$ cat config.mk
export PLATFORM = sky130hd
export DESIGN_NAME = coef_mirror_packer
export DESIGN_NICKNAME = d
export VERILOG_FILES = /design/src/rtl/cpk_pkg.sv /design/src/rtl/cpk_phase_map.sv /design/src/rtl/cpk_slot_pack.sv /design/src/rtl/cpk_addr_gen.sv /design/src/rtl/coef_mirror_packer.sv
export SDC_FILE = /design/constraint.sdc
export NUM_CORES = 1
export LEC_CHECK = 0
export ABC_AREA = 1
export ABC_CLOCK_PERIOD_IN_PS = 6000
export CAP_MARGIN = 20
export CORE_MARGIN = 5
export CORE_UTILIZATION = 49
export CTS_BUF_LIST = sky130_fd_sc_hd__clkbuf_4 sky130_fd_sc_hd__clkbuf_8
export CTS_CLUSTER_SIZE = 40
export DETAILED_ROUTE_END_ITERATION = 10
export PLACE_DENSITY = 0.89
export SYNTH_ARGS = -nofsm -noshare
export SYNTH_HDL_FRONTEND = slang
export SYNTH_SLANG_ARGS = --single-unit
$ cat constraint.sdc
create_clock -name clk -period 6 [get_ports clk]
set_clock_uncertainty 0.2 [all_clocks]
set_input_delay 0.9 -clock clk [delete_from_list [all_inputs] [get_ports clk]]
set_output_delay 0.9 -clock clk [all_outputs]
set_load 0.05 [all_outputs]
$ cat src/rtl/cpk_pkg.sv
package cpk_pkg;

    typedef enum logic [1:0] {
        ST_IDLE = 2'd0,
        ST_RUN  = 2'd1,
        ST_FIN  = 2'd2
    } cpk_state_t;

    localparam int CPK_WORDS = 3;

endpackage

$ cat src/rtl/cpk_phase_map.sv
module cpk_phase_map #(
    parameter int PHASES = 16,
    localparam int STORED = PHASES / 2 + 1,
    localparam int PH_W   = $clog2(PHASES),
    localparam int SPH_W  = $clog2(STORED)
) (
    input  logic [PH_W-1:0]  out_phase,
    output logic [SPH_W-1:0] src_phase,
    output logic             mirrored
);

    logic [PH_W:0] reflected;

    always_comb begin
        reflected = (PH_W + 1)'(PHASES) - {1'b0, out_phase};
        if (int'(out_phase) < STORED) begin
            mirrored  = 1'b0;
            src_phase = SPH_W'(out_phase);
        end else begin
            mirrored  = 1'b1;
            src_phase = SPH_W'(reflected);
        end
    end

endmodule

$ cat src/rtl/cpk_slot_pack.sv
module cpk_slot_pack #(
    parameter int COEF_W = 12,
    parameter int TAPS   = 7,
    parameter int DATA_W = 32,
    localparam int STREAM_W = COEF_W * TAPS,
    localparam int SEG_W    = STREAM_W / cpk_pkg::CPK_WORDS
) (
    input  logic [STREAM_W-1:0] row,
    input  logic                mirrored,
    input  logic                five_tap,
    input  logic [1:0]          word_sel,
    output logic [DATA_W-1:0]   data
);

    logic [COEF_W-1:0]   coef [TAPS];
    logic [COEF_W-1:0]   slot [TAPS];
    logic [STREAM_W-1:0] stream;
    logic [SEG_W-1:0]    seg;

    for (genvar t = 0; t < TAPS; t++) begin : g_unpack
        assign coef[t] = row[t*COEF_W +: COEF_W];
    end

    for (genvar j = 0; j < TAPS; j++) begin : g_slot
        logic [COEF_W-1:0] full_pick;
        logic [COEF_W-1:0] short_pick;
        assign full_pick = mirrored ? coef[TAPS-1-j] : coef[j];
        if (j < TAPS - 2) begin : g_live
            assign short_pick = mirrored ? coef[TAPS-2-j] : coef[j+1];
        end else begin : g_dead
            assign short_pick = '0;
        end
        assign slot[j] = five_tap ? short_pick : full_pick;
    end

    always_comb begin
        stream = '0;
        for (int j = 0; j < TAPS; j++) begin
            stream[STREAM_W-1-j*COEF_W -: COEF_W] = slot[j];
        end
    end

    always_comb begin
        case (word_sel)
            2'd0:    seg = stream[STREAM_W-1 -: SEG_W];
            2'd1:    seg = stream[STREAM_W-1-SEG_W -: SEG_W];
            2'd2:    seg = stream[STREAM_W-1-2*SEG_W -: SEG_W];
            default: seg = '0;
        endcase
        data = DATA_W'(seg);
    end

endmodule

$ cat src/rtl/cpk_addr_gen.sv
module cpk_addr_gen #(
    parameter int ADDR_W = 12,
    parameter int PHASES = 16,
    parameter int DATA_W = 32,
    localparam int PH_W        = $clog2(PHASES),
    localparam int BYTES       = DATA_W / 8,
    localparam int BANK_STRIDE = PHASES * BYTES
) (
    input  logic [ADDR_W-1:0] base,
    input  logic [PH_W-1:0]   phase,
    input  logic [1:0]        word_sel,
    output logic [ADDR_W-1:0] addr
);

    logic [ADDR_W-1:0] bank_off;
    logic [ADDR_W-1:0] phase_off;

    always_comb begin
        bank_off  = ADDR_W'(int'(word_sel) * BANK_STRIDE);
        phase_off = ADDR_W'(int'(phase) * BYTES);
        addr      = base + bank_off + phase_off;
    end

endmodule

$ cat src/rtl/coef_mirror_packer.sv
module coef_mirror_packer
    import cpk_pkg::*;
#(
    parameter int COEF_W = 12,
    parameter int TAPS   = 7,
    parameter int PHASES = 16,
    parameter int ADDR_W = 12,
    parameter int DATA_W = 32,
    localparam int STORED   = PHASES / 2 + 1,
    localparam int PH_W     = $clog2(PHASES),
    localparam int SPH_W    = $clog2(STORED),
    localparam int STREAM_W = COEF_W * TAPS,
    localparam int TOTAL    = PHASES * CPK_WORDS,
    localparam int CNT_W    = $clog2(TOTAL + 1)
) (
    input  logic                clk,
    input  logic                rst_n,
    input  logic                start,
    input  logic                five_tap,
    input  logic [ADDR_W-1:0]   base_addr,
    output logic [SPH_W-1:0]    rd_phase,
    input  logic [STREAM_W-1:0] rd_row,
    input  logic                wr_ready,
    output logic                wr_en,
    output logic [ADDR_W-1:0]   wr_addr,
    output logic [DATA_W-1:0]   wr_data,
    output logic                done
);

    cpk_state_t        state_q, state_d;
    logic [PH_W-1:0]   phase_q;
    logic [1:0]        word_q;
    logic [ADDR_W-1:0] base_q;
    logic              mode_q;
    logic              mirrored;
    logic              accept;
    logic              last_word;

    assign accept    = wr_en && wr_ready;
    assign last_word = (int'(phase_q) == PHASES - 1) && (int'(word_q) == CPK_WORDS - 1);

    // State register
    always_ff @(posedge clk or negedge rst_n) begin
        if (!rst_n) state_q <= ST_IDLE;
        else        state_q <= state_d;
    end

    // Transitions: idle-to-run, run-to-finish, finish-to-idle
    always_comb begin
        state_d = state_q;
        unique case (state_q)
            ST_IDLE: if (start)              state_d = ST_RUN;
            ST_RUN:  if (accept && last_word) state_d = ST_FIN;
            ST_FIN:                          state_d = ST_IDLE;
            default:                         state_d = ST_IDLE;
        endcase
    end

    // Sequence counters and sampled configuration
    always_ff @(posedge clk or negedge rst_n) begin
        if (!rst_n) begin
            phase_q <= '0;
            word_q  <= '0;
            base_q  <= '0;
            mode_q  <= 1'b0;
        end else if (state_q == ST_IDLE && start) begin
            phase_q <= '0;
            word_q  <= '0;
            base_q  <= base_addr;
            mode_q  <= five_tap;
        end else if (accept) begin
            if (int'(word_q) == CPK_WORDS - 1) begin
                word_q  <= '0;
                phase_q <= phase_q + 1'b1;
            end else begin
                word_q <= word_q + 1'b1;
            end
        end
    end

    // Outputs
    always_comb begin
        wr_en = 1'b0;
        done  = 1'b0;
        unique case (state_q)
            ST_IDLE: ;
            ST_RUN:  wr_en = 1'b1;
            ST_FIN:  done  = 1'b1;
            default: ;
        endcase
    end

    cpk_phase_map #(.PHASES(PHASES)) u_map (
        .out_phase (phase_q),
        .src_phase (rd_phase),
        .mirrored  (mirrored)
    );

    cpk_slot_pack #(.COEF_W(COEF_W), .TAPS(TAPS), .DATA_W(DATA_W)) u_pack (
        .row      (rd_row),
        .mirrored (mirrored),
        .five_tap (mode_q),
        .word_sel (word_q),
        .data     (wr_data)
    );

    cpk_addr_gen #(.ADDR_W(ADDR_W), .PHASES(PHASES), .DATA_W(DATA_W)) u_addr (
        .base     (base_q),
        .phase    (phase_q),
        .word_sel (word_q),
        .addr     (wr_addr)
    );

    // Checker support: writes accepted since the last accepted start
    logic [CNT_W-1:0] acc_cnt;
    always_ff @(posedge clk or negedge rst_n) begin
        if (!rst_n)                           acc_cnt <= '0;
        else if (state_q == ST_IDLE && start) acc_cnt <= '0;
        else if (accept)                      acc_cnt <= acc_cnt + 1'b1;
    end

    a_r1_idle_no_write: assert property (@(posedge clk) disable iff (!rst_n)
        (state_q == ST_IDLE && !start) |=> !wr_en);

    a_r4_src_in_table: assert property (@(posedge clk) disable iff (!rst_n)
        wr_en |-> (int'(rd_phase) < STORED));

    a_r6_done_after_all: assert property (@(posedge clk) disable iff (!rst_n)
        done |-> (int'(acc_cnt) == TOTAL) && !wr_en);

    a_r6_done_single: assert property (@(posedge clk) disable iff (!rst_n)
        done |=> !done);

    a_r7_stall_hold: assert property (@(posedge clk) disable iff (!rst_n)
        (wr_en && !wr_ready) |=> wr_en && $stable(wr_addr));

    a_r8_start_ignored: assert property (@(posedge clk) disable iff (!rst_n)
        (wr_en && start) |=> $stable(base_q) && $stable(mode_q));

endmodule

==> run summary <==
status: finished clean
CTS tree: done
Max-Cap Viols: 0
Setup CP Type: reg2out
die height: 98.05 um
Pre-antenna DRT Iters: 7
antenna viol nets, final: 0
CTS-repair resized insts: 0
Via Count: 5163
setup total negative slack: 0 ns
cell repeated most along the worst path: nand2_8
GRT Resource Usage Total: 27.33%
CP required: 4.90 ns
Avg WL per Cell: 15.57 um
Remaining DRCs: 0
crit-path max FO: 81
kind of end point of the critical path: output port
port buffer count: 146
Bufs on Longest Clock Path: 2
vias per inst: 5.737
reg2reg setup slack: 4.07 ns
clk root buf: clkbuf_8
Worst EP arrival: 3.60 ns
RSZ-0062 raised after global routing: false
P per Cell Area: 433.2 nW/um^2
Area Growth Syn to Fin: 36.82%
DP Wirelength: 10.30 mm
Initial Util: 49.67%
Post-Syn Area per Cell: 5.489 um^2
core area: 7647 um^2
final hold violation count: 0
antenna violations before repair: 0
placer congestion estimate: 0.8650
cells along the critical path: inv_1 -> ha_1 -> nand2_8 -> nand2_8 -> clkinv_1 -> nand2_1 -> nand4_1 -> nand3_1 -> clkdlybuf4s50_1
Slew headroom: 49.24%
Startpoint Class: flip-flop
Filler cells: 676
I/O pins: 151
Ys Warns: 0
post-synth design cell area: 3799 um^2
synth unique cells: 30
Final Max Slew Viols: 0
clock sink total: 21
die width: 98.05 um
final setup vio count: 0
hold crit path type: reg2reg
pin count of the biggest net entering global routing: 82
Synth Instances: 692
Crit-path slowest cell: clkdlybuf4s50_1
row cnt: 32
first-pass GRT wire length: 22.32 mm
Iteration-0 DRC Markers: 524
Post-layout nets: 909
ANT cells: 0
Fmax: 212.7 MHz
Pwr Total: 2.251 mW
Period minus WS final: 4.701 ns
Die ar.: 9613 um^2
register area share after synthesis: 13.83%
share of layout cells above drive strength 1: 4.386%
remaining global-route overflow: 0
Hold-fix buffers, CTS: 0
H-tree depth: 1
number of global-route vias before repair: 4724
Static Leak: 2.577 nW
Max VDD drop: 0.4349 mV
Setup Fix Bufs, Post-CTS: 0
Critical Path Max Stage Delay: 0.80 ns
Synth Register Bits: 21
Slew @ Worst Pin: 0.7613 ns
clk_lat worst skew: 0.27 ns
Tcrit/Tclk final: 78.34%
CTS Buf Count: 3
Clock transition at path regs: 0.09 ns
drt total wl: 14.01 mm
==> path summary, 6_finish.rpt <==
| kind | from | to | depth (start not counted) |
|---|---|---|---|
| setup / recovery | phase_q[1] | wr_data[5] | 9 |
| max in group asynchronous | rst_n | phase_q[3] | 2 |
| hold / removal | base_q[1] | base_q[1] | 2 |
| setup reg to reg | word_q[1] | phase_q[2] | 6 |
| min in group asynchronous | rst_n | base_q[6] | 1 |
| hold reg to reg | base_q[1] | base_q[1] | 2 |
==> routing by layer <==
layer	GRT usage [%]	vias up	wire length [um]
li1	-	2478	-
met1	33.64	2328	5197
met2	48.12	309	6822
met3	3.857	48	1491
met4	10.33	0	501
met5	0	-	0
==> state kept, by name (all words and copies together), names as in the netlist <==
| register | cells |
|---|---|
| base_q | 12 |
| word_q | 2 |
| state_q | 2 |
| phase_q | 4 |
| mode_q | 1 |
==> Yosys cell counts, drive strengths merged <==
cell,number,area [um^2]
dfrtp,21,525.5
a21oi,5,25.02
a22oi,1,7.510
nand2,243,944.7
nor3,1,5.000
clkinv,1,3.750
xor2,6,52.55
fa,1,20.02
or2,9,56.31
o21ai,16,80.08
nand3,217,1146
nand4,15,93.84
conb,1,3.750
clkbuf,8,30.03
ha,8,100.1
nand3b,7,52.55
inv,62,232.7
o22ai,1,6.260
a21o,1,7.510
nor2,22,82.58
buf,46,322.8
==> cell families after synthesis <==
| group | share of synthesized area, % |
|---|---|
| flip-flops | 13.83 |
| AND/OR/NAND/NOR | 62.68 |
| other | 0.09872 |
| buffers and inverters | 15.51 |
| XOR/XNOR | 1.383 |
| AO/OA/AOI/OAI | 3.327 |
| adder cells (fa/ha/maj) | 3.162 |
==> metrics by stage <==
stage | utilization [%] | worst slack [ns] | instance area [um^2] | hold WS, ns | std cells
after floorplan | - | 2.682 | 3810 | 0.2500 | 695
after global placement | 66.51 | 1.729 | 5086 | 0.2629 | 893
after detailed placement | 66.70 | 1.626 | 5101 | 0.2681 | 894
after CTS | 67.34 | 1.330 | 5150 | 0.2918 | 898
after global routing | 67.96 | 1.079 | 5197 | 0.3303 | 900
final | 67.96 | 1.299 | 5197 | 0.2909 | 900
==> placed cells by master, fill, tap and decap left out, types with 2 or more instances in the layout <==
cell             instances
buf_4                    4
dfrtp_1                 19
nand3b_1                 7
xor2_1                   6
nor2_2                   3
clkbuf_8                 3
inv_2                    2
nand2_1                241
o21ai_0                 16
nor2_1                  19
conb_1                   4
nand2_8                  2
nand3_2                 12
or2_2                    3
or2_0                    6
nand4_1                 15
nand3_1                205
a21oi_1                  5
dfrtp_2                  2
ha_1                     8
clkdlybuf4s50_1        146
inv_1                   60
==> worst max-delay path, delay by kind of cell, from the launching register on <==
kind / cells / cell delay, ns
adder cells (fa/ha/maj): 1 / 0.29
buffers and inverters: 3 / 1.44
flip-flops: 1 / 0.44
AND/OR/NAND/NOR: 5 / 1.11
==> final cells by class <==
class | count | area [um^2] | area share (%)
Inverter | 63 | 236.5 | 4.550
Sequential cell | 21 | 528.0 | 10.16
Clock inverter | 1 | 7.507 | 0.1444
Tap cell | 102 | 127.6 | 2.455
Clock buffer | 3 | 41.29 | 0.7944
Multi-Input combinational cell | 557 | 2703 | 52.00
Timing Repair Buffer | 153 | 1554 | 29.90
==> report_power, final <==
part | internal, mW | total [mW] | switching, mW
combinational | 0.607 | 1.92 | 1.32
clock | 0.0470 | 0.0991 | 0.0521
sequential | 0.185 | 0.227 | 0.0428
(Power assumes the default switching activity.)
